**config.mk**
```make
export PLATFORM = sky130hd
export DESIGN_NAME = uart_baud_frame_gen
export DESIGN_NICKNAME = d
export VERILOG_FILES = /design/src/rtl/uart_bfg_pkg.sv /design/src/rtl/uart_bfg_fmt_dec.sv /design/src/rtl/uart_bfg_tick_gen.sv /design/src/rtl/uart_baud_frame_gen.sv
export SDC_FILE = /design/constraint.sdc
export NUM_CORES = 1
export LEC_CHECK = 0
export BUFFER_PORTS_ARGS = -buffer_cell sky130_fd_sc_hd__buf_2
export CORE_MARGIN = 2
export CORE_UTILIZATION = 55
export DETAILED_ROUTE_END_ITERATION = 8
export MAX_ROUTING_LAYER = met4
export PLACE_DENSITY = 0.77
export SYNTH_ARGS = -nofsm -noshare
export SYNTH_HDL_FRONTEND = slang
export SYNTH_SLANG_ARGS = --single-unit
```
**constraint.sdc**
```tcl
create_clock -name clk -period 5.7 [get_ports clk]
set_input_delay 1.14 -clock clk [delete_from_list [all_inputs] [get_ports clk]]
set_output_delay 1.14 -clock clk [all_outputs]
set_load 0.1 [all_outputs]
```
**src/rtl/uart_bfg_pkg.sv**
```systemverilog
// Shared types and the line-control decode for the baud/frame generator.
// Assumes an 8-bit line-control value; field positions are fixed below.
package uart_bfg_pkg;

    localparam int LC_W       = 8;
    localparam int LC_STOP    = 2;
    localparam int LC_EVEN    = 3;
    localparam int LC_PAR     = 5;
    localparam int LC_IR      = 6;
    localparam int DATA_BASE  = 5;

    typedef struct packed {
        logic [3:0] data_bits;
        logic       two_stop;
        logic       par_en;
        logic       par_even;
        logic [3:0] frame_len;
        logic       ir_mode;
    } frame_fmt_t;

    // Decode a line-control value into the frame description.
    function automatic frame_fmt_t decode_lc(input logic [LC_W-1:0] lc);
        frame_fmt_t f;
        f.data_bits = 4'(lc[1:0]) + 4'(DATA_BASE);
        f.two_stop  = lc[LC_STOP];
        f.par_en    = lc[LC_PAR];
        f.par_even  = lc[LC_PAR] & lc[LC_EVEN];
        f.ir_mode   = lc[LC_IR];
        f.frame_len = 4'd1 + f.data_bits + 4'(f.par_en) + (f.two_stop ? 4'd2 : 4'd1);
        return f;
    endfunction

endpackage

```
**src/rtl/uart_bfg_fmt_dec.sv**
```systemverilog
// Frame-format decoder: registers the decoded line-control fields.
// Assumes the generator is idle when divisor_zero is high; the decoded
// fields then hold their last value.
module uart_bfg_fmt_dec
    import uart_bfg_pkg::*;
(
    input  logic            clk,
    input  logic            rst_n,
    input  logic [LC_W-1:0] line_ctrl,
    input  logic            divisor_zero,
    output frame_fmt_t      fmt
);

    // Capture the decoded format while the generator is active.
    always_ff @(posedge clk) begin
        if (!rst_n) begin
            fmt <= decode_lc('0);
        end else if (!divisor_zero) begin
            fmt <= decode_lc(line_ctrl);
        end
    end

endmodule

```
**src/rtl/uart_bfg_tick_gen.sv**
```systemverilog
// Fractional tick generator: OS_RATE oversampling intervals per bit period.
// Interval k lasts divisor+1 clocks, plus one clock when k < frac_used, so a
// bit period is OS_RATE*divisor + frac_used + OS_RATE clocks. Strobes are
// registered. Assumes OS_RATE is a power of two.
module uart_bfg_tick_gen #(
    parameter int DIV_W     = 16,
    parameter int FRAC_USED = 3,
    parameter int OS_RATE   = 16
) (
    input  logic                 clk,
    input  logic                 rst_n,
    input  logic                 restart,
    input  logic [DIV_W-1:0]     divisor,
    input  logic [FRAC_USED-1:0] frac_used,
    output logic                 os_tick,
    output logic                 bit_tick
);

    localparam int CNT_W  = DIV_W + 1;
    localparam int SLOT_W = $clog2(OS_RATE);
    localparam logic [SLOT_W-1:0] LAST_SLOT = SLOT_W'(OS_RATE - 1);

    logic [CNT_W-1:0]  sub_cnt;
    logic [SLOT_W-1:0] slot;
    logic [CNT_W-1:0]  limit;
    logic              active;
    logic              stretch;

    // Terminal count of the current interval, lengthened for the early slots.
    always_comb begin
        active  = (divisor != '0);
        stretch = (CNT_W'(slot) < CNT_W'(frac_used));
        limit   = CNT_W'(divisor) + CNT_W'(stretch);
    end

    // Interval counter, slot index and registered strobes.
    always_ff @(posedge clk) begin
        if (!rst_n) begin
            sub_cnt  <= '0;
            slot     <= '0;
            os_tick  <= 1'b0;
            bit_tick <= 1'b0;
        end else if (restart || !active) begin
            sub_cnt  <= '0;
            slot     <= '0;
            os_tick  <= 1'b0;
            bit_tick <= 1'b0;
        end else if (sub_cnt >= limit) begin
            sub_cnt  <= '0;
            slot     <= slot + 1'b1;
            os_tick  <= 1'b1;
            bit_tick <= (slot == LAST_SLOT);
        end else begin
            sub_cnt  <= sub_cnt + 1'b1;
            os_tick  <= 1'b0;
            bit_tick <= 1'b0;
        end
    end

endmodule

```
**src/rtl/uart_baud_frame_gen.sv**
```systemverilog
// Top of the baud and frame generator: ties the tick generator and the
// format decoder to the configuration inputs. Assumes cfg_wr pulses for one
// cycle whenever line_ctrl, divisor or frac is written.
module uart_baud_frame_gen
    import uart_bfg_pkg::*;
#(
    parameter int DIV_W     = 16,
    parameter int FRAC_W    = 4,
    parameter int FRAC_USED = 3,
    parameter int OS_RATE   = 16
) (
    input  logic              clk,
    input  logic              rst_n,
    input  logic [7:0]        line_ctrl,
    input  logic [DIV_W-1:0]  divisor,
    input  logic [FRAC_W-1:0] frac,
    input  logic              cfg_wr,
    output logic              os_tick,
    output logic              bit_tick,
    output logic [3:0]        data_bits,
    output logic              two_stop,
    output logic              par_en,
    output logic              par_even,
    output logic [3:0]        frame_len,
    output logic              ir_mode
);

    frame_fmt_t fmt;

    uart_bfg_tick_gen #(
        .DIV_W     (DIV_W),
        .FRAC_USED (FRAC_USED),
        .OS_RATE   (OS_RATE)
    ) u_tick (
        .clk       (clk),
        .rst_n     (rst_n),
        .restart   (cfg_wr),
        .divisor   (divisor),
        .frac_used (frac[FRAC_USED-1:0]),
        .os_tick   (os_tick),
        .bit_tick  (bit_tick)
    );

    uart_bfg_fmt_dec u_fmt (
        .clk          (clk),
        .rst_n        (rst_n),
        .line_ctrl    (line_ctrl),
        .divisor_zero (divisor == '0),
        .fmt          (fmt)
    );

    // Fan the decoded format out to the ports.
    always_comb begin
        data_bits = fmt.data_bits;
        two_stop  = fmt.two_stop;
        par_en    = fmt.par_en;
        par_even  = fmt.par_even;
        frame_len = fmt.frame_len;
        ir_mode   = fmt.ir_mode;
    end

endmodule

```
## Word-level counts from Yosys, hierarchy flattened

Index checks and enable logic that the tools add are counted.

- Input port bits: 31
- Output and inout port bits: 14
- Flip-flop bits (word level): 35

- Mux-type cells: 2
- Eq/ne operators: 1
- Bitwise logic cells: 3
- Reduce and logical (&&, ||, !) cells: 7
- Add/subtract/negate cells: 7
- Magnitude comparators: 2

Operators by type and width:

| operator | count |
|---|---|
| $add A16 B1 Y17 | 1 |
| $add A17 B1 Y17 const B | 1 |
| $ge A17 B17 Y1 | 1 |
| $logic_not A16 Y1 | 1 |
| $reduce_bool A16 Y1 | 1 |
| $reduce_or A3 Y1 | 2 |
| $add A1 B4 Y4 const A | 1 |
| $add A2 B3 Y4 const B | 1 |
| $add A4 B1 Y4 | 1 |
| $add A4 B1 Y4 const B | 1 |
| $add A4 B4 Y4 | 1 |
| $eq A4 B4 Y1 const B | 1 |
| $lt A4 B3 Y1 | 1 |
| $mux W2 | 1 |
| $not A1 Y1 | 2 |
| $reduce_or A2 Y1 | 1 |
| $and A1 B1 Y1 | 1 |
| $logic_not A1 Y1 | 1 |
| $logic_or A1 B1 Y1 | 1 |
| $mux W1 | 1 |

## Logic depth before layout (Yosys ltp)

Gate-level depths: netlist (run 1).

- Word-level depth: 5
- Gate-level depth with buffers: 19
- Gate-level depth less buffers: 17

## Modules after synthesis

From an unflattened synthesis (run 1), not the netlist that was laid out.

- Cell total of the unflattened synthesis: 279
- Area total of the unflattened synthesis: 2459.9 um2

Modules (own cells, without submodules):

| module | times used | cells each | area each (um2) |
|---|---|---|---|
| uart_bfg_tick_gen | 1 | 209 | 1809.2 |
| uart_bfg_fmt_dec | 1 | 65 | 616.8 |
| uart_baud_frame_gen | 1 | 5 | 33.8 |

## Least setup slack after synthesis (run 1)

Ideal clock, no wire load.

- Path kind: input -> register
- From: input port frac[1]
- To: register u_tick.sub_cnt[10]
- Data arrival time: 4436 ps
- Required time: 5636 ps
- Library setup time: 64 ps
- Buffers on the path: 2
- Slack: 1200 ps
- Stages: 19
- Path through: inv_1 > ha_1 > a21o_1 > a211oi_1 > ha_1 > ha_1 > nand3_1 > nor2_1 > nand3_1 > xor2_1 > ha_1 > and2_0 > a221o_1 > a221oi_2 > o211ai_2 > or2_1 > buf_6 > buf_8 > nor2_1

- Longest elaborated chain between the ends: 4

Ends and longest elaborated chain:

| what | line | RTL |
|---|---|---|
| from (decl) | uart_baud_frame_gen.sv:16 | `input logic [FRAC_W-1:0] frac,` |
| $lt A4 B3 Y1 | uart_bfg_tick_gen.sv:32 | `stretch = (CNT_W'(slot) < CNT_W'(frac_used));` |
| $add A16 B1 Y17 | uart_bfg_tick_gen.sv:33 | `limit = CNT_W'(divisor) + CNT_W'(stretch);` |
| $ge A17 B17 Y1 | uart_bfg_tick_gen.sv:48 | `end else if (sub_cnt >= limit) begin` |
| $reduce_or A3 Y1 (no line) | - |  |
| to (signal assigned) | uart_bfg_tick_gen.sv:54 | `sub_cnt <= sub_cnt + 1'b1;` |
| to (decl) | uart_bfg_tick_gen.sv:23 | `logic [CNT_W-1:0] sub_cnt;` |

No other way between the ends.
A chain may end at the register's enable or synchronous reset.

## Worst setup path after layout (run 1)

- From: input port frac[1]
- To: register u_tick.sub_cnt[4]

Same word-level chain as after synthesis.

==> qor.yml, run 1 <==
status: "finished, final reports clean"
num_vias: 1852
setup_viol: 0
cpMostUsedCell: "ha_1"
p_leak_nw: 1.257
clockPowerShare_pct: 36.9
drt_iter0_drc: 48
r2r_end: "u_tick.sub_cnt[4]"
slowest_stage: "or2_1"
place_hpwl_um: 3293
yosysMostFrequentCell: "dfxtp_1"
hold_start: "u_tick.sub_cnt[0]"
end_kind: "flip-flop"
maxClockFrequency_ghz: 0.2131
cts-htree-levels: 2
syn_nets: 324
ys_seq_area_share_pct: 30.72
yosysUniqueCellTypes: 35
p_total_mw: 0.6020
antenna_found_initial: 0
wl_um: 4104
clock_latency_ns: 0.29
start_kind: "primary input"
min_period_ns: 4.693
synth_area_um2: 2281
num_antenna_cells: 0
stdcell_count: 355
start_util_pct: 57.02
ctsRootBufferMaster: "clkbuf_8"
r2r_start: "u_tick.slot[1]"
detail-route-antenna-nets: 0
slowest_delay_ns: 0.48
die_w_um: 68.40
via_per_inst: 5.217
synth_top_area_share_pct: 30.72
nets: 367
synth-seq-cells: 35
gp_congestion: 0.7892
cts_hold_buf: 0
rsz0062_at_grt: "no"
dp_cells: 347
hold_path.class: "flip-flop to flip-flop"
power.internal_mw: 0.4180
arrival_ns: 4.91
cap_violations: 0
min_path_cells: 1
drive_above_1_share_pct: 17.05
pwr-share-seq_pct: 42.4
required_ns: 5.91
core_area_um2: 4000
crit_fanout: 17
synth_edf_count: 0
swShare_pct: 30.56
maxSlewViolCount: 0
synth_cells: 261
yosys_most_used_dff: "dfxtp_1"
portBuffers: 41
grt_start_max_net_pins: 20
cts-resized-gates: 0
yosys.area.top_type: "dfxtp_1"
area_delta_synth_final_pct: 15.14
synth_commonest_cells: "dfxtp_1 (35), ha_1 (30), nand2_1 (23), nor2_1 (23), xor2_1 (21)"
cts.clk_slew.worst_paths_ns: 0.07
r2r.worst_path.cells: 16
die_area_um2: 4679
wire_per_inst_um: 11.56
synth-async-reset-ratio_pct: 0
tritoncts: "yes"
timing_hold_violations_final: 0
first_pass_iters: 4
drc_errors: 0
powerDensity_nw_per_um2: 229.2
grt_overflow: 0
avgSynthCellArea_um2: 8.739
setup_tns_ns: 0
synth_area_leaders: "dfxtp_1 (31%), ha_1 (16%), xor2_1 (8.1%), xnor2_1 (4.2%), nand2_1 (3.8%)"
grt_pass1_vias: 1616
r2r_slack_ns: 1.64
die_height_um: 68.40
cp_cell_sequence: "buf_2, inv_1, ha_1, a21o_1, a211oi_1, ha_1, ha_1, nand3_1, nor2_1, nand3_1, xor2_1, ha_1, and2_0, a221o_1, a221oi_2, o211ai_2, or2_1, nor2_1"
switchingPower_mw: 0.1840
critical_path_class: "primary input to flip-flop"
cts_sinks: 35
clockBufferDepth: 2
finalClockSkew_ns: 0.006998
fin_crit_sh_pct: 82.34
hold_slack_ns: 0.4604
combinationalPowerShare_pct: 20.6
yosys_warnings: 0
fp-row-count: 23
cts-buffers-inserted: 5
dp_slack_ns: 0.6851
grt_pass1_wl_um: 6748
io_pins: 45
finalWorstSetupSlack_ns: 1.007
cts_setup_buffers: 0
tightest_slew_ns: 0.5627
ir_worst_vdd_uv: 346.6
track_usage_pct: 19.71
slew_headroom_pct: 62.49
hold_end: "u_tick.sub_cnt[0]"
power by group through the flow:
stage	Combinational, mW	Sequential [mW]	Clock (mW)
after CTS	0.126	0.255	0.228
final	0.124	0.256	0.222
after global placement	0.122	0.261	0
after detailed placement	0.125	0.261	0
after global routing	0.137	0.257	0.237
after floorplan	0.0465	0.311	0
flip-flops by register name, summed over array words and instances (netlist names):
name and cells:
u_fmt.fmt 12, u_tick.bit_tick 1, u_tick.os_tick 1, u_tick.slot 4, u_tick.sub_cnt 17
cell usage in the layout, fill, tap and decap left out, drive strengths merged, types with 2 or more instances in the layout:
master  Yosys  routed
nor2b       7       7
and2        4       4
and4        3       3
a21oi       7       7
nor2       23      23
clkbuf      3       5
nand2      23      23
a21o        5       5
xor2       21      21
nand4       9       9
ha         30      30
mux2i       7       7
nor3        2       2
inv        17      17
buf         3      42
clkinv      0       2
fa          2       2
dfxtp      35      35
nand3      16      16
nor4        4       4
and3       10      10
nand2b      2       2
o21ai       8       8
xnor2      11      11
per-stage QoR:
stage               util (%)  cell area, um2
global route           65.66            2626
floorplan                  -            2281
detailed placement     62.84            2514
CTS                    65.66            2626
global placement       62.84            2514
finish                 65.66            2626
cell families (layout without fill, tap and decap cells):
group	count (synthesis)	in the layout	share of synthesized area, %
adders and majority gates	32	32	18.21
AOI/OAI and AO/OA	26	26	7.515
and+or+nand+nor	106	106	23.53
xor gates and xnor gates	32	32	12.29
buffers and inverters	23	67	4.662
DFF	35	35	30.72
muxes	7	7	3.072
worst max-delay path, delay by kind of cell:
kind / cells / cell delay [ns]
adders and majority gates: 4 / 0.97
xor gates and xnor gates: 1 / 0.16
buffers and inverters: 2 / 0.10
and+or+nand+nor: 6 / 1.29
AOI/OAI and AO/OA: 5 / 1.22
per-layer routing:
metal / share of wire, % / global-route usage, % / vias to the layer above
li1: - / - / 987
met1: 47 / 22.60 / 843
met2: 49 / 33.29 / 15
met3: 2.2 / 4.605 / 7
met4: 1.3 / 7.250 / 0
met5: 0 / - / -
worst max path at each step:
| stage | startpoint | to | slack [ns] | depth (start not counted) |
|---|---|---|---|---|
| 6_report | frac[1] | u_tick.sub_cnt[4] | 1.01 | 18 |
| 4_1_cts | frac[1] | u_tick.sub_cnt[16] | 0.98 | 18 |
| 3_3_place_gp | frac[1] | u_tick.sub_cnt[7] | 0.71 | 18 |
| 2_1_floorplan | frac[1] | u_tick.sub_cnt[10] | 1.20 | 19 |
| 5_1_grt | frac[1] | u_tick.sub_cnt[4] | 0.63 | 18 |
| 3_5_place_dp | frac[1] | u_tick.sub_cnt[16] | 0.69 | 18 |
area by class of cell:
cell class	instances	area, um2
clock buffer	5	68.82
clock inverter	3	43.79
fill	344	1374
inverter	17	63.81
multi-input combinational	203	1474
sequential	35	700.7
tap	50	62.56
timing repair buffer	42	212.7
Note: power is estimated with default switching activity, not from simulation.
==> run 2, diff against run 1 <==
Settings changed: ABC_AREA from default to 1, CORE_UTILIZATION 55 to 50, PLACE_DENSITY 0.77 to 0.73.
Clock period 5.7 ns to 3.9 ns, I/O delays scaled along.
==> run 2 against run 1 <==
Against the previous run: clock-buffer cell count increased by 1; die area increased by 16%; largest power group unchanged; flip-flop and latch count unchanged; cell count up 28%; combinational power is 56% higher; design area up 12%; synthesized area is 6.9% higher.
==> qor.yml, run 2 <==
status: "finished, final reports clean"
place_hpwl_um: 4060  # +23%
critical_path_class: "primary input to flip-flop"
grt_start_max_net_pins: 18  # -10%
yosysUniqueCellTypes: 29  # -17%
io_pins: 45  # unchanged
yosys_warnings: 0  # unchanged
grt_pass1_vias: 2093  # +30%
setup_viol: 0  # unchanged
maxClockFrequency_ghz: 0.2759
maxSlewViolCount: 0  # unchanged
synth_top_area_share_pct: 28.75  # -2.0 points
synth_edf_count: 0  # unchanged
tritoncts: "yes"
hold_slack_ns: 0.4631  # +0.002676 ns
powerDensity_nw_per_um2: 285.2  # +24%
start_kind: "primary input"
final_cell_mix: "nand2_1 (70), nor2_1 (42), buf_2 (41)"
die_w_um: 73.82  # +7.9%
largest_reg_flops: 17  # unchanged
crit_fanout: 5  # -12
yosysMostFrequentCell: "nand2_1"
slew_headroom_pct: 67.15  # +4.7 points
via_per_inst: 4.967  # -4.8%
cts_sinks: 35  # unchanged
switchingPower_mw: 0.2763  # +50%
grt_pass1_wl_um: 8700  # +29%
area_delta_synth_final_pct: 20.59
combinationalPowerShare_pct: 23.0  # +2.4 points
grt_overflow: 0  # unchanged
regMostFlops: "u_tick.sub_cnt"
finalClockSkew_ns: 0.006373  # -0.0006248 ns
pwr-share-seq_pct: 44.7  # +2.3 points
wl_um: 5353  # +30%
num_antenna_cells: 0  # unchanged
fin_crit_sh_pct: 92.93
tightest_slew_ns: 0.4916  # -0.07107 ns
fp-row-count: 25  # +8.7%
die_height_um: 73.82  # +7.9%
drt_iter0_drc: 134  # +180%
clock_latency_ns: 0.29  # about the same
cts-buffers-inserted: 5  # unchanged
post-route-util_pct: 62.23  # -3.4 points
drive_above_1_share_pct: 20.73  # +3.7 points
cap_violations: 0  # unchanged
nets: 449  # +22%
track_usage_pct: 20.81  # +1.1 points
required_ns: 4.09  # -1.82 ns
antenna_found_initial: 0  # unchanged
portBuffers: 41  # unchanged
final_common_cell: "nand2_1"
gp_congestion: 0.8638  # +9.5%
dp_cells: 443  # +28%
power.internal_mw: 0.5620  # +34%
synth-async-reset-ratio_pct: 0  # unchanged
synth_area_um2: 2437  # +6.9%
timing_hold_violations_final: 0  # unchanged
largestRegisters: "u_tick.sub_cnt x17, u_fmt.fmt x12, u_tick.slot x4"
synth_area_leaders: "dfxtp_1 (29%), ha_1 (15%), nand2_1 (11%), nor2_1 (7.1%), inv_1 (5.9%)"
num_vias: 2250  # +21%
clockBufferDepth: 2  # unchanged
setup_tns_ns: 0  # unchanged
rsz0062_at_grt: "no"
first_pass_iters: 4  # unchanged
wire_per_inst_um: 11.82  # +2.2%
p_total_mw: 0.8383  # +39%
p_leak_nw: 1.379  # +9.7%
die_area_um2: 5449  # +16%
detail-route-antenna-nets: 0  # unchanged
synth-seq-cells: 35  # unchanged
start_util_pct: 51.60  # -5.4 points
ir_worst_vdd_uv: 215.4  # -38%
ctsRootBufferMaster: "clkbuf_8"
yosys_most_used_dff: "dfxtp_1"
swShare_pct: 32.96  # +2.4 points
ys_seq_area_share_pct: 28.75  # -2.0 points
r2r_slack_ns: 0.49  # -1.15 ns
drc_errors: 0  # unchanged
stdcell_count: 453  # +28%
arrival_ns: 3.82  # -1.09 ns
core_area_um2: 4723  # +18%
clockPowerShare_pct: 32.3  # -4.6 points
hold_path.class: "flip-flop to flip-flop"
cts.clk_slew.worst_paths_ns: 0.07  # about the same
avgSynthCellArea_um2: 7.386  # -15%
yosys.area.top_type: "dfxtp_1"
syn_nets: 393  # +21%
cts-htree-levels: 2  # unchanged
synth_cells: 330  # +26%
synth_commonest_cells: "nand2_1 (72), nor2_1 (46), inv_1 (38), dfxtp_1 (35), ha_1 (30)"
min_period_ns: 3.624
end_kind: "flip-flop"
run 2: cell type report:
type                    count  area, um2
repair buffers             51      292.8
clock inverters             1      5.005
clock buffers               6      82.58
multi-input cells         254       1628
flip-flops and latches     35      700.7
well taps                  67      83.83
inverters                  39      146.4
fillers                   426       1784
run 2: power by group through the flow:
stage	clock [mW]	sequential, mW	combinational (mW)
floorplan	0	0.455	0.0688
global placement	0	0.382	0.185
detailed placement	0	0.382	0.189
CTS	0.275	0.375	0.189
global route	0.289	0.376	0.211
finish	0.271	0.375	0.193
run 2: per-layer routing:
| metal | vias up | GRT usage [%] | routed length [um] |
|---|---|---|---|
| met4 | 0 | 6.263 | 63 |
| li1 | 1186 | - | - |
| met3 | 6 | 4.527 | 201 |
| met2 | 36 | 33.53 | 2541 |
| met1 | 1022 | 26.05 | 2546 |
| met5 | - | - | 0 |
run 2: worst max-delay path, stage by stage:
cell and delay (ns):
buf_2 0.07, inv_1 0.03, ha_1 0.28, a21o_1 0.19, a211oi_2 0.19, ha_2 0.24, ha_1 0.17, inv_1 0.05
nor2_2 0.11, nand2_1 0.10, nor4_2 0.15, buf_4 0.16, nand4_1 0.09, ha_1 0.31, nand2_1 0.08, nor2_2 0.12
nand2_1 0.09, nor2_2 0.14, nor2_4 0.05, buf_12 0.14, buf_4 0.14, nand4_1 0.07, nand2_1 0.06
run 2: kinds of logic (layout without fill, tap and decap cells):
group           count (synthesis)  in the layout  share of synthesized area [%]
xor+xnor                       28             28                          10.06
flops                          35             35                          28.75
buf+inv                        43             97                          7.289
compound gates                 28             28                          7.033
fa+ha+maj                      32             32                          17.04
simple gates                  164            166                          29.83
run 2: path summary, 6_finish.rpt:
path	start	end	cells after the start
worst min-delay path	u_fmt.fmt[10]	u_fmt.fmt[10]	2
worst max-delay path	frac[1]	u_tick.slot[2]	23
worst max register to register	u_tick.slot[1]	u_tick.slot[2]	21
worst min register to register	u_fmt.fmt[10]	u_fmt.fmt[10]	2
run 2: per-stage QoR:
stage	area, um2	worst slack (ns)
2_1_floorplan	2437	0.1442
3_3_place_gp	2763	-0.1378
3_5_place_dp	2763	-0.1680
4_1_cts	2850	0.1481
5_1_grt	2939	0.002698
6_report	2939	0.2756
run 2: timing repair:
action,in CTS,in global routing
hold buffers,0,0
setup buffers,0,1
setup endpoints to repair,0,23
endpoints found under the hold margin,0,0
resized for setup,0,12
